--- src/rtl/brs_pkg.sv ---
package brs_pkg;

    typedef enum logic {
        MODE_EP = 1'b0,
        MODE_RP = 1'b1
    } brs_mode_e;

    typedef enum logic [1:0] {
        ST_HELD = 2'd0,
        ST_WAIT = 2'd1,
        ST_OPEN = 2'd2
    } brs_rel_st_e;

    // synchronised status that can gate release
    typedef struct packed {
        logic phy_rdy;
        logic fn_act;
    } brs_cond_t;

    localparam int unsigned NUM_RST = 2;
    localparam int unsigned IDX_DP  = 0;
    localparam int unsigned IDX_CTL = 1;

    function automatic logic release_cond(input brs_mode_e mode, input brs_cond_t c);
        return (mode == MODE_RP) ? c.phy_rdy : c.fn_act;
    endfunction

    function automatic int unsigned cnt_w(input int unsigned n);
        return (n < 2) ? 1 : $clog2(n + 1);
    endfunction

endpackage

--- src/rtl/brs_sync.sv ---
module brs_sync #(
    parameter int unsigned W     = 1,
    parameter int unsigned DEPTH = 2
) (
    input  logic         clk,
    input  logic         clr_i,
    input  logic [W-1:0] d_i,
    output logic [W-1:0] q_o
);
    logic [W-1:0] stage [DEPTH];

    always_ff @(posedge clk) begin
        if (clr_i) begin
            for (int i = 0; i < DEPTH; i++) stage[i] <= '0;
        end else begin
            stage[0] <= d_i;
            for (int i = 1; i < DEPTH; i++) stage[i] <= stage[i-1];
        end
    end

    assign q_o = stage[DEPTH-1];

endmodule

--- src/rtl/brs_release.sv ---
module brs_release
    import brs_pkg::*;
#(
    parameter int unsigned HOLD_CYC = 16
) (
    input  logic clk,
    input  logic clr_i,
    input  logic cond_i,
    output logic open_o
);
    localparam int unsigned CW = cnt_w(HOLD_CYC);

    brs_rel_st_e st_q;
    logic [CW-1:0] cnt_q;

    always_ff @(posedge clk) begin
        if (clr_i || !cond_i) begin
            st_q  <= ST_HELD;
            cnt_q <= '0;
        end else begin
            unique case (st_q)
                ST_HELD: begin
                    cnt_q <= CW'(1);
                    st_q  <= (HOLD_CYC <= 1) ? ST_OPEN : ST_WAIT;
                end
                ST_WAIT: begin
                    if (cnt_q == CW'(HOLD_CYC - 1)) st_q <= ST_OPEN;
                    else                            cnt_q <= cnt_q + CW'(1);
                end
                ST_OPEN: st_q <= ST_OPEN;
                default: st_q <= ST_HELD;
            endcase
        end
    end

    assign open_o = (st_q == ST_OPEN);

    // a lost condition closes the unit on the next edge
    p_close_on_drop_r5: assert property (@(posedge clk) disable iff (clr_i)
        (open_o && !cond_i) |=> !open_o);

    // the unit never opens straight from the held state
    p_no_skip_r4: assert property (@(posedge clk) disable iff (clr_i)
        $rose(open_o) |-> ($past(st_q) != ST_HELD) || (HOLD_CYC <= 1));

endmodule

--- src/rtl/brs_pulse_chk.sv ---
module brs_pulse_chk
    import brs_pkg::*;
#(
    parameter int unsigned SOFT_MIN_CYC = 5000000
) (
    input  logic clk,
    input  logic clr_i,
    input  logic soft_rst_n,
    output logic short_o
);
    localparam int unsigned CW = cnt_w(SOFT_MIN_CYC);

    logic [CW-1:0] low_cnt_q;

    always_ff @(posedge clk) begin
        if (clr_i) begin
            low_cnt_q <= '0;
            short_o   <= 1'b0;
        end else begin
            short_o <= 1'b0;
            if (!soft_rst_n) begin
                if (low_cnt_q != CW'(SOFT_MIN_CYC)) low_cnt_q <= low_cnt_q + CW'(1);
            end else begin
                if (low_cnt_q != '0 && low_cnt_q < CW'(SOFT_MIN_CYC)) short_o <= 1'b1;
                low_cnt_q <= '0;
            end
        end
    end

    // the warning is a single-cycle pulse
    p_flag_pulse_r9: assert property (@(posedge clk) disable iff (clr_i)
        short_o |=> !short_o);

    // the warning follows a low-to-high soft reset transition
    p_flag_cause_r9: assert property (@(posedge clk) disable iff (clr_i)
        short_o |-> ($past(soft_rst_n, 1) && !$past(soft_rst_n, 2)));

endmodule

--- src/rtl/brg_rst_seq.sv ---
module brg_rst_seq
    import brs_pkg::*;
#(
    parameter int unsigned HOLD_CYC     = 16,
    parameter int unsigned SOFT_MIN_CYC = 5000000,
    parameter int unsigned SYNC_DEPTH   = 2
) (
    input  logic clk,
    input  logic conn_rst_n,
    input  logic up_rst,
    input  logic soft_rst_n,
    input  logic mode_rp,
    input  logic phy_ready,
    input  logic link_up,
    input  logic fn_active,
    output logic dp_rst_n,
    output logic ctl_rst_n,
    output logic link_up_o,
    output logic soft_short
);
    localparam int unsigned CONDW = $bits(brs_cond_t);
    localparam int unsigned RW    = cnt_w(HOLD_CYC);

    logic      hard_rst;
    logic      force_rst;
    brs_mode_e mode;
    brs_cond_t cond_raw, cond_s;
    logic [CONDW-1:0] cond_q;
    logic      rel_cond;
    logic [NUM_RST-1:0] open_v;
    logic [NUM_RST-1:0] rst_n_v;

    assign hard_rst  = !conn_rst_n;
    assign force_rst = hard_rst || up_rst || !soft_rst_n;
    assign mode      = brs_mode_e'(mode_rp);

    assign cond_raw.phy_rdy = phy_ready;
    assign cond_raw.fn_act  = fn_active;

    brs_sync #(.W(CONDW), .DEPTH(SYNC_DEPTH)) u_cond_sync (
        .clk   (clk),
        .clr_i (force_rst),
        .d_i   (cond_raw),
        .q_o   (cond_q)
    );
    assign cond_s   = brs_cond_t'(cond_q);
    assign rel_cond = release_cond(mode, cond_s);

    brs_sync #(.W(1), .DEPTH(SYNC_DEPTH)) u_link_sync (
        .clk   (clk),
        .clr_i (hard_rst),
        .d_i   (link_up),
        .q_o   (link_up_o)
    );

    for (genvar g = 0; g < NUM_RST; g++) begin : g_rel
        brs_release #(.HOLD_CYC(HOLD_CYC)) u_rel (
            .clk    (clk),
            .clr_i  (force_rst),
            .cond_i (rel_cond),
            .open_o (open_v[g])
        );
        assign rst_n_v[g] = open_v[g] && !force_rst;
    end

    assign dp_rst_n  = rst_n_v[IDX_DP];
    assign ctl_rst_n = rst_n_v[IDX_CTL];

    brs_pulse_chk #(.SOFT_MIN_CYC(SOFT_MIN_CYC)) u_pulse (
        .clk        (clk),
        .clr_i      (hard_rst),
        .soft_rst_n (soft_rst_n),
        .short_o    (soft_short)
    );

    // run length of an uninterrupted release condition, for the hold check
    logic [RW-1:0] run_q;
    always_ff @(posedge clk) begin
        if (force_rst || !rel_cond) run_q <= '0;
        else if (run_q != RW'(HOLD_CYC)) run_q <= run_q + RW'(1);
    end

    // both outputs agree
    p_same_r3: assert property (@(posedge clk) disable iff (hard_rst)
        dp_rst_n == ctl_rst_n);

    // release only after the full hold window
    p_hold_r4: assert property (@(posedge clk) disable iff (hard_rst)
        $rose(dp_rst_n) |-> (run_q >= RW'(HOLD_CYC)));

    // a forcing source seen on an edge keeps the outputs low after it
    p_force_r6: assert property (@(posedge clk) disable iff (hard_rst)
        force_rst |=> (!dp_rst_n && !ctl_rst_n));

    // endpoint mode waits for the power-state flag
    p_ep_gate_r1: assert property (@(posedge clk) disable iff (hard_rst)
        (mode == MODE_EP && !cond_s.fn_act) |=> !dp_rst_n);

    // root port mode waits for the physical layer only
    p_rp_gate_r2: assert property (@(posedge clk) disable iff (hard_rst)
        (mode == MODE_RP && !cond_s.phy_rdy) |=> !dp_rst_n);

endmodule

--- config.mk ---
export PLATFORM = sky130hd
export DESIGN_NAME = brg_rst_seq
export DESIGN_NICKNAME = d
export VERILOG_FILES = /design/src/rtl/brs_pkg.sv /design/src/rtl/brs_sync.sv /design/src/rtl/brs_release.sv /design/src/rtl/brs_pulse_chk.sv /design/src/rtl/brg_rst_seq.sv
export SDC_FILE = /design/constraint.sdc
export NUM_CORES = 1
export LEC_CHECK = 0
export ABC_AREA = 1
export BUFFER_PORTS_ARGS = -buffer_cell sky130_fd_sc_hd__buf_2
export CAP_MARGIN = 20
export CORE_ASPECT_RATIO = 2
export CORE_UTILIZATION = 60
export CTS_CLUSTER_DIAMETER = 30
export DETAILED_ROUTE_END_ITERATION = 16
export GPL_TIMING_DRIVEN = 0
export PLACE_DENSITY_LB_ADDON = 0.3
export SYNTH_ARGS = -nofsm -noshare
export SYNTH_HDL_FRONTEND = slang
export SYNTH_SLANG_ARGS = --single-unit
export TNS_END_PERCENT = 1
--- constraint.sdc ---
create_clock -name clk -period 2.7 [get_ports clk]
set_input_delay 0.54 -clock clk [delete_from_list [all_inputs] [get_ports clk]]
set_output_delay 0.54 -clock clk [all_outputs]
set_load 0.02 [all_outputs]
; ---- Yosys cells after proc, flatten, opt, wreduce, memory -nomap -nowiden
; Memories as Yosys holds them, arrays and structs flattened.
; Index checks and enable logic that the tools add are counted.
[classes]
n_addsub = 3
magnitude_cmp = 1
n_eq_ne = 11
mux = 19
n_bitwise = 5
reduce_logical = 19
[op_table]
columns = cell, count
row1 = "adder 23 x 1 -> 23 bit, second input constant", 1
row2 = "< comparator 23 bit, second input constant", 1
row3 = "inequality test 23 bit, second input constant", 1
row4 = nonzero test 23 bit, 1
row5 = one-hot mux 5 bit (2 select lines), 2
row6 = one-hot mux 2 bit (3 select lines), 2
row7 = "adder 5 x 1 -> 5 bit, second input constant", 2
row8 = "== test 5 x 4 -> 1 bit, second input constant", 2
row9 = two-way mux 5 bit, 2
row10 = two-way mux 1 bit, 9
row11 = two-way mux 2 bit, 4
row12 = AND reduction 2 bit, 3
row13 = "== test 2 x 1 -> 1 bit, second input constant", 2
row14 = "== test 2 bit, second input constant", 2
row15 = logical NOT 1 bit, 4
row16 = logical NOT 2 bit, 2
row17 = "inequality test 2 x 1 -> 1 bit, second input constant", 2
row18 = "inequality test 2 bit, second input constant", 2
row19 = OR 1 bit, 4
row20 = nonzero test 2 bit, 2
row21 = logical AND 1 bit, 3
row22 = logical OR 1 bit, 3
row23 = OR reduction 2 bit, 1
row24 = inverter 1 bit, 1
[word_totals]
ff_bits = 38
ram_bits = 6
input_bits = 8
output_inout_bits = 4
elab_cells = 66
n_memories = 2
[mem_list]
columns = memory, words, word_bits, read_ports, rd_clocked_by_memory_dff, wr, line
row1 = u_cond_sync.stage, 2, 2, 2, 0, 2, brs_sync.sv:10  ; logic [W-1:0] stage [DEPTH];
row2 = u_link_sync.stage, 2, 1, 2, 0, 2, brs_sync.sv:10

; ---- Logic depth before layout (Yosys ltp)
[depth]
ltp_word = 6
ltp_mapped = 11

; ---- Modules after synthesis
; Synthesis repeated with hierarchy kept, for this count alone.
[hier_totals]
cells_unflattened = 372
hier_area_um2 = 2459.9
[modules_own_cells]
columns = module, n_inst, cells_per_inst, area_per_inst_um2
row1 = brs_pulse_chk, 1, 236, 1423.9
row2 = brs_release, 2, 53, 405.4
row3 = brs_sync at u_cond_sync, 1, 14, 125.1
row4 = brs_sync at u_link_sync, 1, 6, 55.1
row5 = brg_rst_seq, 1, 10, 45.0

; ---- Worst setup path after synthesis
; OpenSTA, ideal clock, no wires.
[synth_path]
path_type = input to output
start = in soft_rst_n
end = out ctl_rst_n
arrival_time_ns = 1.087
required_time_ns = 2.160
setup_slack_ns = 1.073
path_stages = 4
path_buffers = 0
cell_sequence = nand2_1 -> nor2_1 -> inv_1 -> nor2_1
[synth_via]
elab_chain_len = 4
[synth_rtl]
columns = item, line
row1 = "start, declared", brg_rst_seq.sv:11  ; input logic soft_rst_n,
row2 = logical NOT 1 bit, --
row3 = logical OR 1 bit, brg_rst_seq.sv:34  ; assign force_rst = hard_rst || up_rst || !soft_rst_n;
row4 = logical NOT 1 bit, brg_rst_seq.sv:63  ; assign rst_n_v[g] = open_v[g] && !force_rst;
row5 = logical AND 1 bit, brg_rst_seq.sv:63
row6 = "end, declared", brg_rst_seq.sv:17  ; output logic ctl_rst_n,
; Every way passes these cells.

; ---- Worst setup path in the final report
[layout_path]
start = in conn_rst_n
end = out ctl_rst_n
[layout_via]
elab_chain_len = 5
[layout_rtl]
columns = item, line
row1 = "start, declared", brg_rst_seq.sv:9  ; input logic conn_rst_n,
row2 = logical NOT 1 bit, brg_rst_seq.sv:33  ; assign hard_rst = !conn_rst_n;
row3 = logical OR 1 bit (2 in series), brg_rst_seq.sv:34
row4 = logical NOT 1 bit, brg_rst_seq.sv:63
row5 = logical AND 1 bit, brg_rst_seq.sv:63
; Every way passes these cells.

==> reports/qor.yml <==
initial_core_util_pct: 62.1
synthToLayoutAreaGrowth_pct: 9.01
fin_tns_setup_ns: 0
critical_path_class: "in2out"
fp.dieH_um: 91.2
clk_latency_ns: 0.30
cts-hold-fix-buffers: 0
io_pins: 12
clockBufferDepth: 2
regArea_um2: 881
status: "complete, no violations"
grt_overflow: 0
synth_nets: 393
numCtsBuffers: 5
fin_crit_ns: 1.77
final_cell_mix: "94 x nand2_1, 77 x nor2_1, 55 x inv_1, 44 x dfxtp_1"
drt_iter0_drc: 47
multi_input_area_um2: 1290
synth_top_family_by_area: "simple AND/OR/NAND/NOR gates"
clkTransAtPathRegs_ns: 0.07
maxCapViolCount: 0
firstDrtPassIters: 4
synth_compound_area_share_pct: 10.7
nNetsFinal: 411
p_leak_nw: 0.992
syn_area_um2: 2390
final-setup-viol-count: 0
dp.cells: 435
crit_buf_inv: 3
synth_simple_gate_area_share_pct: 37.0
vdd_drop_max_mv: 0.414
place.gp.congestion: 0.943
cts_tree: "built"
synth_xor_area_share_pct: 0
hpwl_mm: 4.13
dieWidth_um: 46.6
cts.sinks: 44
grt_max_degree: 13
slew_violations: 0
finalCritPeriodShare_pct: 65.7
ys_seq_area_share_pct: 36.9
rows: 32
intPower_mw: 0.893
tightest_slew_ns: 0.443
finalHoldViolations: 0
hold_class: "reg2reg"
syn_area_per_cell_um2: 6.40
worstSetupStartpointType: "primary input"
whs_ns: 0.415
powerDensity_nw_per_um2: 435
top_layer: "met4"
die-area_um2: 4250
synth_fa_ha_area_share_pct: 6.29
wl_met2_mm: 3.02
vias: 2261
antenna_found_initial: 0
antenna_left: 0
wire_per_inst_um: 12.0
via_per_inst: 5.12
max_freq_mhz: 564
nFillCells: 392
fin_cells: 442
drt_wl_total_mm: 5.29
synth_warnings: 0
fp.coreArea_um2: 3840
synth-seq-cells: 44
critPathTopFamily: "buffers and inverters"
critPathArrivalTime_ns: 1.23
post_cts_resized: 0
synth.distinct_cells: 19
relSlewSlack_pct: 70.4
htree_num_levels: 2
grt_pass1_vias: 2190
yosys-mux-area-fraction_pct: 0
p_seq_share_pct: 57.8
crit_path_max_fanout: 6
cts_root_buf: "clkbuf_8"
crit_chain: "buf_2, nand2_1, nor2_1, inv_1, nor2_1, buf_2"
portBuffers: 11
wl_met1_mm: 1.98
cp.required_ns: 2.16
syn_inst: 373
swShare_pct: 21.1
clock_power_share_pct: 39.1
skew_ns: 0.0105
cp-end-kind: "output port"
fin_util_pct: 67.7
grt_pass1_wl_mm: 8.87
drcViolationCount: 0
rsz0062_at_grt: "no"
critPathSlowestCell: "buf_2"
diodes: 0
slowest_delay_ns: 0.16
power_frac_comb_pct: 3.0
final_common_cell: "nand2_1"
track_usage_pct: 28.2
wl_met3_um: 88
cts_setup_buffers: 0
switchingPower_mw: 0.239
layout-drive-gt1-share_pct: 7.42
==> sequential cells by signal (all words and copies together) (netlist names) <==
register,cells
u_pulse.short_o,1
u_cond_sync.stage,4
u_pulse.low_cnt_q,23
g_rel.u_rel.st_q,4
u_link_sync.stage,2
g_rel.u_rel.cnt_q,10
==> cells by family (layout without fill, tap and decap cells) <==
| logic type | after synthesis | in the layout |
|---|---|---|
| DFF | 44 | 44 |
| and+or+nand+nor | 211 | 211 |
| AOI/OAI and AO/OA | 48 | 48 |
| buffers and inverters | 58 | 76 |
| adders and majority gates | 12 | 12 |
==> path summary, 6_finish.rpt <==
kind                                start                       to  slack (ns)  depth (start not counted)
hold reg to reg   u_cond_sync.stage[0][1]  u_cond_sync.stage[0][3]        0.41                          2
setup reg to reg  g_rel[1].u_rel.cnt_q[0]  g_rel[1].u_rel.cnt_q[2]        1.01                         10
setup / recovery               conn_rst_n                ctl_rst_n        0.93                          6
hold / removal    u_cond_sync.stage[0][1]  u_cond_sync.stage[0][3]        0.41                          2
==> worst register-to-register path, delay by kind of cell (launching register included) <==
family	cells	cell delay [ns]
AND/OR/NAND/NOR	4	0.40
flip-flops	1	0.37
adder cells (fa/ha/maj)	2	0.37
buffers and inverters	3	0.27
AO/OA/AOI/OAI	1	0.21
==> Yosys cell counts, drive strengths merged <==
library cell / count / area, µm²
nor2: 82 / 335
o22ai: 2 / 12.5
inv: 55 / 206
ha: 12 / 150
a211oi: 5 / 37.5
dfxtp: 44 / 881
clkbuf: 1 / 3.75
o21ai: 15 / 75.1
a21oi: 26 / 130
nand3: 28 / 150
nand3b: 1 / 7.51
nand4: 3 / 18.8
nand2: 97 / 372
buf: 2 / 8.75
==> metal layers <==
metal  GRT usage [%]  up-vias
li1                -     1200
met1            24.8     1018
met2            54.2       27
met3            4.17       16
met4            14.8        0
met5               0        -
==> power groups by stage <==
stage / clock (mW) / sequential [mW] / combinational (mW)
after floorplan: 0 / 0.671 / 0.0208
after global routing: 0.466 / 0.656 / 0.0398
after CTS: 0.452 / 0.655 / 0.0349
after global placement: 0 / 0.670 / 0.0337
final: 0.443 / 0.655 / 0.0344
after detailed placement: 0 / 0.670 / 0.0347
==> area by class of cell <==
class | instances | share of cell area [%]
inverter | 55 | 7.93
tap | 51 | 2.45
clock buffer | 7 | 3.70
multi-input combinational | 271 | 49.5
sequential | 44 | 33.8
buffer | 3 | 0.481
timing repair buffer | 11 | 2.11
==> stage by stage <==
stage                     worst slack [ns]  area, µm²  total power [mW]
after global routing                 0.794       2600              1.16
after floorplan                       1.07       2390             0.692
after global placement               0.941       2510             0.704
final                                0.926       2600              1.13
after CTS                            0.913       2600              1.14
after detailed placement             0.916       2510             0.705
No activity file was read; power rests on OpenSTA's default activity.
